--- config.mk ---
export PLATFORM = sky130hd
export DESIGN_NAME = rxh_status_top
export DESIGN_NICKNAME = d
export VERILOG_FILES = /design/src/rtl/rxh_pkg.sv /design/src/rtl/rxh_flag_cell.sv /design/src/rtl/rxh_buf_ctrl.sv /design/src/rtl/rxh_irq_gen.sv /design/src/rtl/rxh_status_top.sv
export SDC_FILE = /design/constraint.sdc
export NUM_CORES = 1
export LEC_CHECK = 0
export BUFFER_PORTS_ARGS = -buffer_cell sky130_fd_sc_hd__buf_2
export CAP_MARGIN = 20
export CORE_MARGIN = 3
export CORE_UTILIZATION = 49
export CTS_BUF_LIST = sky130_fd_sc_hd__clkbuf_4 sky130_fd_sc_hd__clkbuf_8 sky130_fd_sc_hd__clkbuf_16
export DETAILED_ROUTE_END_ITERATION = 6
export GPL_TIMING_DRIVEN = 0
export PLACE_DENSITY = 0.88
export SYNTH_ARGS = -nofsm -noshare
export SYNTH_HDL_FRONTEND = slang
export SYNTH_HIERARCHICAL = 1
export SYNTH_SLANG_ARGS = --single-unit
--- constraint.sdc ---
create_clock -name clk -period 1.4 [get_ports clk]
set_clock_uncertainty 0.15 [all_clocks]
set_input_delay 0.07 -clock clk [delete_from_list [all_inputs] [get_ports clk]]
set_output_delay 0.07 -clock clk [all_outputs]
set_load 0.01 [all_outputs]
--- src/rtl/rxh_pkg.sv ---
package rxh_pkg;
   localparam int FLG_W = 8;
   localparam int EVT_W = 6;
   localparam int EVT_LO = 2;
   localparam int BIT_RXF  = 0;
   localparam int BIT_OVR  = 1;
   localparam int BIT_WAKE = 7;
   typedef logic [FLG_W-1:0] reg8_t;
endpackage

--- src/rtl/rxh_flag_cell.sv ---
module rxh_flag_cell #(
   parameter bit SET_WINS = 1'b1
) (
   input  logic clk,
   input  logic rst_n,
   input  logic hold,
   input  logic set_i,
   input  logic clr_i,
   output logic q
);
   logic nxt;

   generate
      if (SET_WINS) begin : g_set_pri
         always_comb begin
            if (set_i)      nxt = 1'b1;
            else if (clr_i) nxt = 1'b0;
            else            nxt = q;
         end
      end else begin : g_clr_pri
         always_comb begin
            if (clr_i)      nxt = 1'b0;
            else if (set_i) nxt = 1'b1;
            else            nxt = q;
         end
      end
   endgenerate

   always_ff @(posedge clk or negedge rst_n) begin
      if (!rst_n)    q <= 1'b0;
      else if (hold) q <= 1'b0;
      else           q <= nxt;
   end
endmodule

--- src/rtl/rxh_buf_ctrl.sv ---
module rxh_buf_ctrl (
   input  logic clk,
   input  logic rst_n,
   input  logic hold,
   input  logic msg_done,
   input  logic rxf_q,
   output logic move_o,
   output logic ovr_o,
   output logic bg_full_o
);
   logic bg_q;

   // Move only when the foreground has been handed back.
   assign move_o    = bg_q & ~rxf_q & ~hold;
   // Both buffers occupied: the arriving message is dropped.
   assign ovr_o     = msg_done & bg_q & ~move_o & ~hold;
   assign bg_full_o = bg_q;

   always_ff @(posedge clk or negedge rst_n) begin
      if (!rst_n)    bg_q <= 1'b0;
      else if (hold) bg_q <= 1'b0;
      else           bg_q <= msg_done | (bg_q & ~move_o);
   end
endmodule

--- src/rtl/rxh_irq_gen.sv ---
module rxh_irq_gen
   import rxh_pkg::*;
#(
   parameter logic [FLG_W-1:0] ERR_MASK = 8'h7E
) (
   input  logic  clk,
   input  logic  rst_n,
   input  reg8_t flags,
   input  reg8_t en,
   output logic  irq_rx,
   output logic  irq_err,
   output logic  irq_wake
);
   reg8_t live;
   logic [FLG_W-1:0] err_terms;

   assign live = flags & en;

   genvar gi;
   generate
      for (gi = 0; gi < FLG_W; gi++) begin : g_err
         if (ERR_MASK[gi]) begin : g_on
            assign err_terms[gi] = live[gi];
         end else begin : g_off
            assign err_terms[gi] = 1'b0;
         end
      end
   endgenerate

   always_ff @(posedge clk or negedge rst_n) begin
      if (!rst_n) begin
         irq_rx   <= 1'b0;
         irq_err  <= 1'b0;
         irq_wake <= 1'b0;
      end else begin
         irq_rx   <= live[BIT_RXF];
         irq_err  <= |err_terms;
         irq_wake <= live[BIT_WAKE];
      end
   end
endmodule

--- src/rtl/rxh_status_top.sv ---
module rxh_status_top
   import rxh_pkg::*;
#(
   parameter int unsigned      ADDR_W    = 4,
   parameter int unsigned      FLAG_ADDR = 4,
   parameter int unsigned      EN_ADDR   = 5,
   parameter logic [FLG_W-1:0] ERR_MASK  = 8'h7E,
   parameter bit               SET_WINS  = 1'b1
) (
   input  logic              clk,
   input  logic              rst_n,
   input  logic              soft_rst,
   input  logic              msg_done,
   input  logic [EVT_W-1:0]  evt,
   input  logic              cpu_wr,
   input  logic [ADDR_W-1:0] cpu_addr,
   input  logic [FLG_W-1:0]  cpu_wdata,
   output logic [FLG_W-1:0]  cpu_rdata,
   output logic              fg_load,
   output logic              irq_rx,
   output logic              irq_err,
   output logic              irq_wake
);
   localparam int unsigned ADDR_SPAN = 1 << ADDR_W;
   localparam logic [ADDR_W-1:0] A_FLAG = ADDR_W'(FLAG_ADDR);
   localparam logic [ADDR_W-1:0] A_EN   = ADDR_W'(EN_ADDR);

   generate
      if (FLAG_ADDR == EN_ADDR) begin : g_bad_map
         $error("flag and enable registers share an address");
      end
      if (FLAG_ADDR >= ADDR_SPAN || EN_ADDR >= ADDR_SPAN) begin : g_bad_span
         $error("register address outside ADDR_W range");
      end
      if (ERR_MASK[BIT_RXF] || ERR_MASK[BIT_WAKE]) begin : g_bad_mask
         $error("receive-full and wake-up bits cannot feed the error line");
      end
   endgenerate

   reg8_t flag_q;
   reg8_t en_q;
   reg8_t set_v;
   reg8_t clr_v;
   logic  move;
   logic  ovr;
   logic  bg_full_q;
   logic  wr_flag;
   logic  wr_en;

   assign wr_flag = cpu_wr && (cpu_addr == A_FLAG);
   assign wr_en   = cpu_wr && (cpu_addr == A_EN);

   rxh_buf_ctrl u_buf (
      .clk       (clk),
      .rst_n     (rst_n),
      .hold      (soft_rst),
      .msg_done  (msg_done),
      .rxf_q     (flag_q[BIT_RXF]),
      .move_o    (move),
      .ovr_o     (ovr),
      .bg_full_o (bg_full_q)
   );

   always_comb begin
      set_v = '0;
      set_v[BIT_RXF] = move;
      set_v[BIT_OVR] = ovr;
      set_v[FLG_W-1:EVT_LO] = evt;
      clr_v = wr_flag ? cpu_wdata : '0;
   end

   genvar gb;
   generate
      for (gb = 0; gb < FLG_W; gb++) begin : g_flag
         rxh_flag_cell #(.SET_WINS(SET_WINS)) u_cell (
            .clk   (clk),
            .rst_n (rst_n),
            .hold  (soft_rst),
            .set_i (set_v[gb]),
            .clr_i (clr_v[gb]),
            .q     (flag_q[gb])
         );
      end
   endgenerate

   always_ff @(posedge clk or negedge rst_n) begin
      if (!rst_n)     en_q <= '0;
      else if (wr_en) en_q <= cpu_wdata;
   end

   always_comb begin
      if (cpu_addr == A_FLAG)    cpu_rdata = flag_q;
      else if (cpu_addr == A_EN) cpu_rdata = en_q;
      else                       cpu_rdata = '0;
   end

   assign fg_load = move;

   rxh_irq_gen #(.ERR_MASK(ERR_MASK)) u_irq (
      .clk      (clk),
      .rst_n    (rst_n),
      .flags    (flag_q),
      .en       (en_q),
      .irq_rx   (irq_rx),
      .irq_err  (irq_err),
      .irq_wake (irq_wake)
   );
endmodule

==> results of run 1 <==
## state kept, by name, indices dropped and copies added (netlist names)
register         flops
en_q                 8
g_flag.u_cell/q      8
u_buf/bg_full_o      1
u_irq/irq_err        1
u_irq/irq_rx         1
u_irq/irq_wake       1
## power breakdown
group          switching [W]  internal (W)
clock network       0.000177      0.000158
registers          0.0000653      0.000659
logic               0.000123      0.000196
## layer usage
layer / track usage / up-vias / wire length (um)
li1: - / 423 / -
met1: 0.242 / 390 / 1110
met2: 0.341 / 22 / 1240
met3: 0.0171 / 2 / 80
met4: 0.0638 / 0 / 30
met5: 0 / - / 0
## synthesized netlist by cell type, types with 2 or more instances
cell type	number
a22oi_1	3
mux2i_1	8
buf_6	2
nand2b_1	8
inv_1	8
and2_1	10
nor2_1	9
a21oi_2	8
nor3b_1	2
dfrtp_1	20
mux2_4	8
## logic make-up after synthesis
kind of cell,Yosys count
AOI/OAI and AO/OA,12
buffers and inverters,11
DFF,20
muxes,16
and+or+nand+nor,34
## tightest hold or removal path, stage by stage
cell     delay, ns
buf_2         0.11
and4b_1       0.19
inv_1         0.06
a21oi_2       0.04
## per-stage QoR
step                utilization  cells  power (W)  hold slack [ns]  TNS [ns]
CTS                       0.728    173    0.00136          -0.0293         0
global placement          0.626    153   0.000982           -0.117     -4.74
detailed placement        0.626    153   0.000998           -0.110     -5.33
finish                    0.756    177    0.00138           0.0503         0
floorplan                     -     93   0.000893           -0.376     -1.08
global route              0.756    177    0.00146           0.0471         0
## area by class of cell
| class | count | area, sq um | share of cell area |
|---|---|---|---|
| Multi-Input combinational cell | 62 | 524 | 0.347 |
| Sequential cell | 20 | 500 | 0.331 |
| Timing Repair Buffer | 53 | 360 | 0.238 |
| Clock buffer | 4 | 36.3 | 0.0240 |
| Tap cell | 27 | 33.8 | 0.0223 |
| Inverter | 8 | 30.0 | 0.0199 |
| Buffer | 3 | 27.5 | 0.0182 |
## repair_timing
item                       CTS  global route
buffers inserted             0             2
cloned                       0             0
hold buffers                16             2
pin swaps                    0             4
hold endpoints to repair    37             8
gates resized for setup      1             5
setup endpoints to repair    8            17
## worst min path at each step
stage / startpoint / to / slack, ns / depth (start not counted)
6_report: soft_rst / g_flag[1].u_cell/q / 0.05 / 4
2_1_floorplan: rst_n / en_q[0] / -0.38 / 0
5_1_grt: soft_rst / g_flag[1].u_cell/q / 0.05 / 4
4_1_cts: soft_rst / g_flag[2].u_cell/q / -0.03 / 2
3_5_place_dp: rst_n / u_irq/irq_wake / -0.11 / 1
3_3_place_gp: rst_n / u_irq/irq_wake / -0.12 / 1
==> results.py, run 1 <==
metrics = {
    "power_and_ir_drop": {
        "power_leakage_nw": 0.784,
        "ir_drop_uv": 689,
        "power.density_mw_per_mm2": 911,
    },
    "worst_setup_path": {
        "rrSetupSlack_ns": 0.27,
        "r2r-end": "g_flag[1].u_cell/q",
        "critPathLaunch": "soft_rst",
        "critPathArrivalTime_ns": 1.15,
        "crit_buf_inv": 3,
        "start_kind": "input port",
        "regToRegStartpoint": "g_flag[0].u_cell/q",
        "path_depth": 4,
        "crit_slowest_cell": "dlygate4sd3_1",
        "crit_end": "fg_load",
        "critPathMaxStageDelay_ns": 0.60,
        "cp_top_family": "buffers and inverters",
        "required_ns": 1.18,
        "crit_fanout": 3,
        "reg2reg_depth": 4,
        "cp-end-kind": "output pin",
        "critPathKind": "in -> out",
        "path_common_cell": "buf_2",
        "path_cells": "buf_2 > dlygate4sd3_1 > nor3b_2 > buf_2",
    },
    "finish": {
        "fillers": 141,
        "fin_area_sq_mm": 0.00151,
        "final_common_cell": "buf_2",
        "nets": 174,
        "antennaDiodeCount": 0,
        "area_growth_pct": 44.1,
        "drive_above_1_share": 0.413,
        "final_cell_mix": "buf_2 (33), dfrtp_1 (20), dlygate4sd3_1 (18)",
    },
    "global_route": {
        "overflow": 0,
        "grt_pass1_vias": 819,
        "grt_max_degree": 21,
        "grt_pass1_wl_mm": 3.82,
        "antenna_found_initial": 0,
        "grt_use_total": 0.192,
    },
    "clock_tree": {
        "cts_tree": "built",
        "htree_levels": 1,
        "cts_sinks": 20,
        "cts.clk_slew.worst_paths_ns": 0.11,
        "clk_path_buf_depth": 2,
        "cts_root_buf": "clkbuf_4",
        "cts_buffers": 3,
        "clock_latency_ns": 0.29,
    },
    "die": {
        "die_w_um": 52.3,
        "die_y_um": 52.3,
        "die_area_sq_mm": 0.00273,
        "start_util": 0.524,
        "fp.coreArea_sq_mm": 0.00200,
        "ios": 35,
        "rows": 16,
    },
    "yosys": {
        "synth.distinct_cells": 18,
        "synth_top_area_frac": 0.477,
        "synth_largest_area_cell": "dfrtp_1",
        "ys_warn_count": 6,
        "synth-adder-area-share": 0,
        "synth_top_family_by_area": "multiplexers",
        "yosys_most_used_dff": "dfrtp_1",
        "syn_area_sq_mm": 0.00105,
        "synthSimpleGateAreaFrac": 0.186,
        "synthTopCellsByArea": "dfrtp_1 (48%), mux2_4 (11%), mux2i_1 (7.6%)",
        "synth_compound_area_frac": 0.0930,
        "syn_avg_cell_area_sq_um": 11.3,
        "synth_edf_count": 0,
        "synth_seq_cells": 20,
        "async_reset_ff_frac": 1.00,
        "synth_xor_area_frac": 0,
        "ys_seq_area_frac": 0.477,
        "muxShareOfSynthArea": 0.191,
        "syn_nets": 116,
        "synthCells": 93,
    },
    "outcome": {
        "run_status": "completed",
    },
    "detailed_routing": {
        "antenna_left": 0,
        "drc_errors": 0,
        "routedWlPerCell_um": 13.9,
        "first_pass_iters": 4,
        "via_count": 837,
        "drt_iter0_drc": 10,
        "via_per_inst": 4.73,
        "drt-total-wl_mm": 2.47,
    },
    "sta": {
        "maxSlewHeadroom": 0.643,
        "setup_slack_ns": 0.0318,
        "rsz0062_at_grt": "no",
        "drv_slew": 0,
        "finalCriticalPeriod_ns": 1.37,
        "setup_viol": 0,
        "max_clock_freq_mhz": 731,
        "finalHoldViolCount": 0,
        "max_slew.worst_pin.slew_ns": 0.534,
        "finalCritPeriodShare": 0.977,
    },
    "run": {
        "cap_violations": 0,
    },
    "place": {
        "dp.final_hpwl_mm": 1.54,
        "dp_slack_ns": -0.420,
        "dpl_cell_area_sq_mm": 0.00125,
        "place_congestion": 0.694,
        "port_buffers": 33,
    },
    "hold_path": {
        "hold_path.class": "in -> reg",
    },
}
Power figures use the tool's default switching activity.
==> inputs of run 2 (changes only) <==
--- a/config.mk
+++ b/config.mk
@@ -13,6 +13,7 @@
 export DETAILED_ROUTE_END_ITERATION = 6
 export GPL_TIMING_DRIVEN = 0
 export PLACE_DENSITY = 0.88
+export SETUP_SLACK_MARGIN = 0.3
 export SYNTH_ARGS = -nofsm -noshare
 export SYNTH_HDL_FRONTEND = slang
 export SYNTH_HIERARCHICAL = 1
==> run 2 against run 1 <==
Compared with the run above:
- the run now ends with hold timing left
- clock power grew 6.3%
- worst setup slack worse by 0.0038 ns
- core utilization up 14 points
- cell count rose by 12%
- sequential cell count is the same
- maximum frequency fell by 0.28%
- sequential power shrank 1%
- total power grew 16%
- sequential share of layout area down 5.1 points
- die area did not move
- global-route usage rose by 6.1 points
==> results.py, run 2 (synthesis results as in run 1) <==
metrics = {
    "outcome": {
        "run_status": "complete, but fails checks",
        "violations": "hold timing",
    },
    "detailed_routing": {
        "dr_wl_met3_um": 285,
        "drc_errors": 0,
        "first_pass_iters": 4,
        "top_layer": "met4",
        "via_per_inst": 5.38,
        "routedWlPerCell_um": 18.9,
        "antenna_left": 0,
        "drt-total-wl_mm": 3.77,
        "via_count": 1070,
        "drt_iter0_drc": 45,
        "met1Wirelength_mm": 1.46,
        "wl_met2_mm": 1.88,
    },
    "finish": {
        "area_growth_pct": 70.8,
        "drive_above_1_share": 0.616,
        "final_common_cell": "buf_2",
        "nets": 196,
        "fin_area_sq_mm": 0.00179,
        "top_regs": "en_q: 8 flops, g_flag.u_cell/q: 8 flops",
        "antennaDiodeCount": 0,
        "fillers": 82,
        "stdcell_count": 199,
        "final_cell_mix": "buf_2 (31), buf_4 (20), dfrtp_1 (19)",
    },
    "hold_path": {
        "hold_path.class": "in -> reg",
    },
    "place": {
        "place_congestion": 0.728,
        "port_buffers": 33,
        "dp_cells": 153,
        "dp.final_hpwl_mm": 1.55,
        "dpl_cell_area_sq_mm": 0.00125,
    },
    "die": {
        "die_y_um": 52.3,
        "fp.coreArea_sq_mm": 0.00200,
        "die_area_sq_mm": 0.00273,
        "rows": 16,
        "ios": 35,
        "start_util": 0.524,
        "die_w_um": 52.3,
    },
    "clock_tree": {
        "cts.clk_slew.worst_paths_ns": 0.12,
        "holdBufCountCts": 16,
        "cts_root_buf": "clkbuf_4",
        "clk_path_buf_depth": 2,
        "cts_sinks": 20,
        "clock_latency_ns": 0.31,
        "htree_levels": 1,
        "cts_buffers": 3,
        "cts_tree": "built",
    },
    "worst_setup_path": {
        "start_kind": "flop",
        "crit_slowest_cell": "dfrtp_1",
        "critPathMaxStageDelay_ns": 0.45,
        "critPathKind": "reg -> out",
        "crit_buf_inv": 1,
        "critPathArrivalTime_ns": 1.15,
        "crit_fanout": 3,
        "cp_top_family": "flip-flops",
        "required_ns": 1.18,
        "cp-end-kind": "output pin",
        "path_cells": "nor3b_2 > buf_2",
    },
    "sta": {
        "max_slew.worst_pin.slew_ns": 0.463,
        "drv_slew": 0,
        "whs_ns": -0.0332,
        "max_clock_freq_mhz": 729,
        "finalCriticalPeriod_ns": 1.37,
        "setup_viol": 0,
        "finalHoldViolCount": 8,
        "finalCritPeriodShare": 0.980,
        "rsz0062_at_grt": "yes",
        "maxSlewHeadroom": 0.691,
    },
    "power_and_ir_drop": {
        "intPower_w": 0.00113,
        "p_sw_frac": 0.291,
        "p_clk_frac": 0.224,
        "p_seq_frac": 0.449,
        "power.density_mw_per_mm2": 888,
        "pwr-share-comb": 0.328,
        "p_sw_w": 0.000464,
        "ir_drop_uv": 643,
        "power_leakage_nw": 0.924,
    },
    "global_route": {
        "grt_max_degree": 21,
        "antenna_found_initial": 0,
        "overflow": 0,
        "grt_use_total": 0.253,
        "grt_pass1_vias": 1044,
        "grt_pass1_wl_mm": 5.04,
    },
    "run": {
        "cap_violations": 0,
    },
}
[run 2: path summary, 6_finish.rpt]
check | from | end | slack [ns] | depth (start not counted)
worst max-delay path | u_buf/bg_full_o | fg_load | 0.03 | 2
worst min-delay path | soft_rst | g_flag[0].u_cell/q | -0.03 | 2
max in group asynchronous | rst_n | g_flag[0].u_cell/q | 0.67 | 2
min in group asynchronous | rst_n | u_irq/irq_wake | 0.08 | 2
worst min register to register | en_q[0] | u_irq/irq_rx | 0.43 | 1
worst max register to register | en_q[5] | u_irq/irq_err | 0.16 | 4
[run 2: layout make-up]
| type | instances | area, sq um | area share |
|---|---|---|---|
| buffer | 3 | 27.5 | 0.0154 |
| clock buffer | 4 | 36.3 | 0.0202 |
| inverter | 8 | 30.0 | 0.0167 |
| multi-input combinational | 62 | 608 | 0.339 |
| sequential | 20 | 502 | 0.280 |
| tap | 27 | 33.8 | 0.0188 |
| timing repair buffer | 75 | 556 | 0.310 |
[run 2: power by group through the flow]
stage | clock, W | combinational, W | sequential, W
2_1_floorplan | 0 | 0.000173 | 0.000720
3_3_place_gp | 0 | 0.000257 | 0.000725
3_5_place_dp | 0 | 0.000266 | 0.000731
4_1_cts | 0.000340 | 0.000434 | 0.000699
5_1_grt | 0.000381 | 0.000550 | 0.000721
6_report | 0.000356 | 0.000522 | 0.000715
[run 2: metrics by stage]
| step | setup WS [ns] | util | TNS [ns] | total power [W] |
|---|---|---|---|---|
| 2_1_floorplan | -0.102 | - | -1.08 | 0.000893 |
| 3_3_place_gp | -0.371 | 0.626 | -4.75 | 0.000982 |
| 3_5_place_dp | -0.377 | 0.626 | -5.08 | 0.000998 |
| 4_1_cts | 0.0929 | 0.838 | 0 | 0.00147 |
| 5_1_grt | -0.0266 | 0.896 | -0.0543 | 0.00165 |
| 6_report | 0.0280 | 0.896 | 0 | 0.00159 |
[run 2: layer usage]
layer / track usage / vias to the layer above
met2: 0.428 / 65
li1: - / 466
met1: 0.325 / 527
met5: 0 / -
met3: 0.0456 / 12
met4: 0.0766 / 0
[run 2: timing repair]
item / in CTS / in global routing
hold endpoints to repair: 37 / 8
pin swaps: 16 / 12
endpoints found under the setup margin: 25 / 27
buffers inserted: 20 / 6
gates resized for setup: 16 / 17
[run 2: worst reg2reg max path, stage by stage, from the launching register on]
cell,delay (ns)
dfrtp_1,0.43
buf_4,0.14
buf_4,0.13
a22oi_2,0.15
nand3_1,0.12
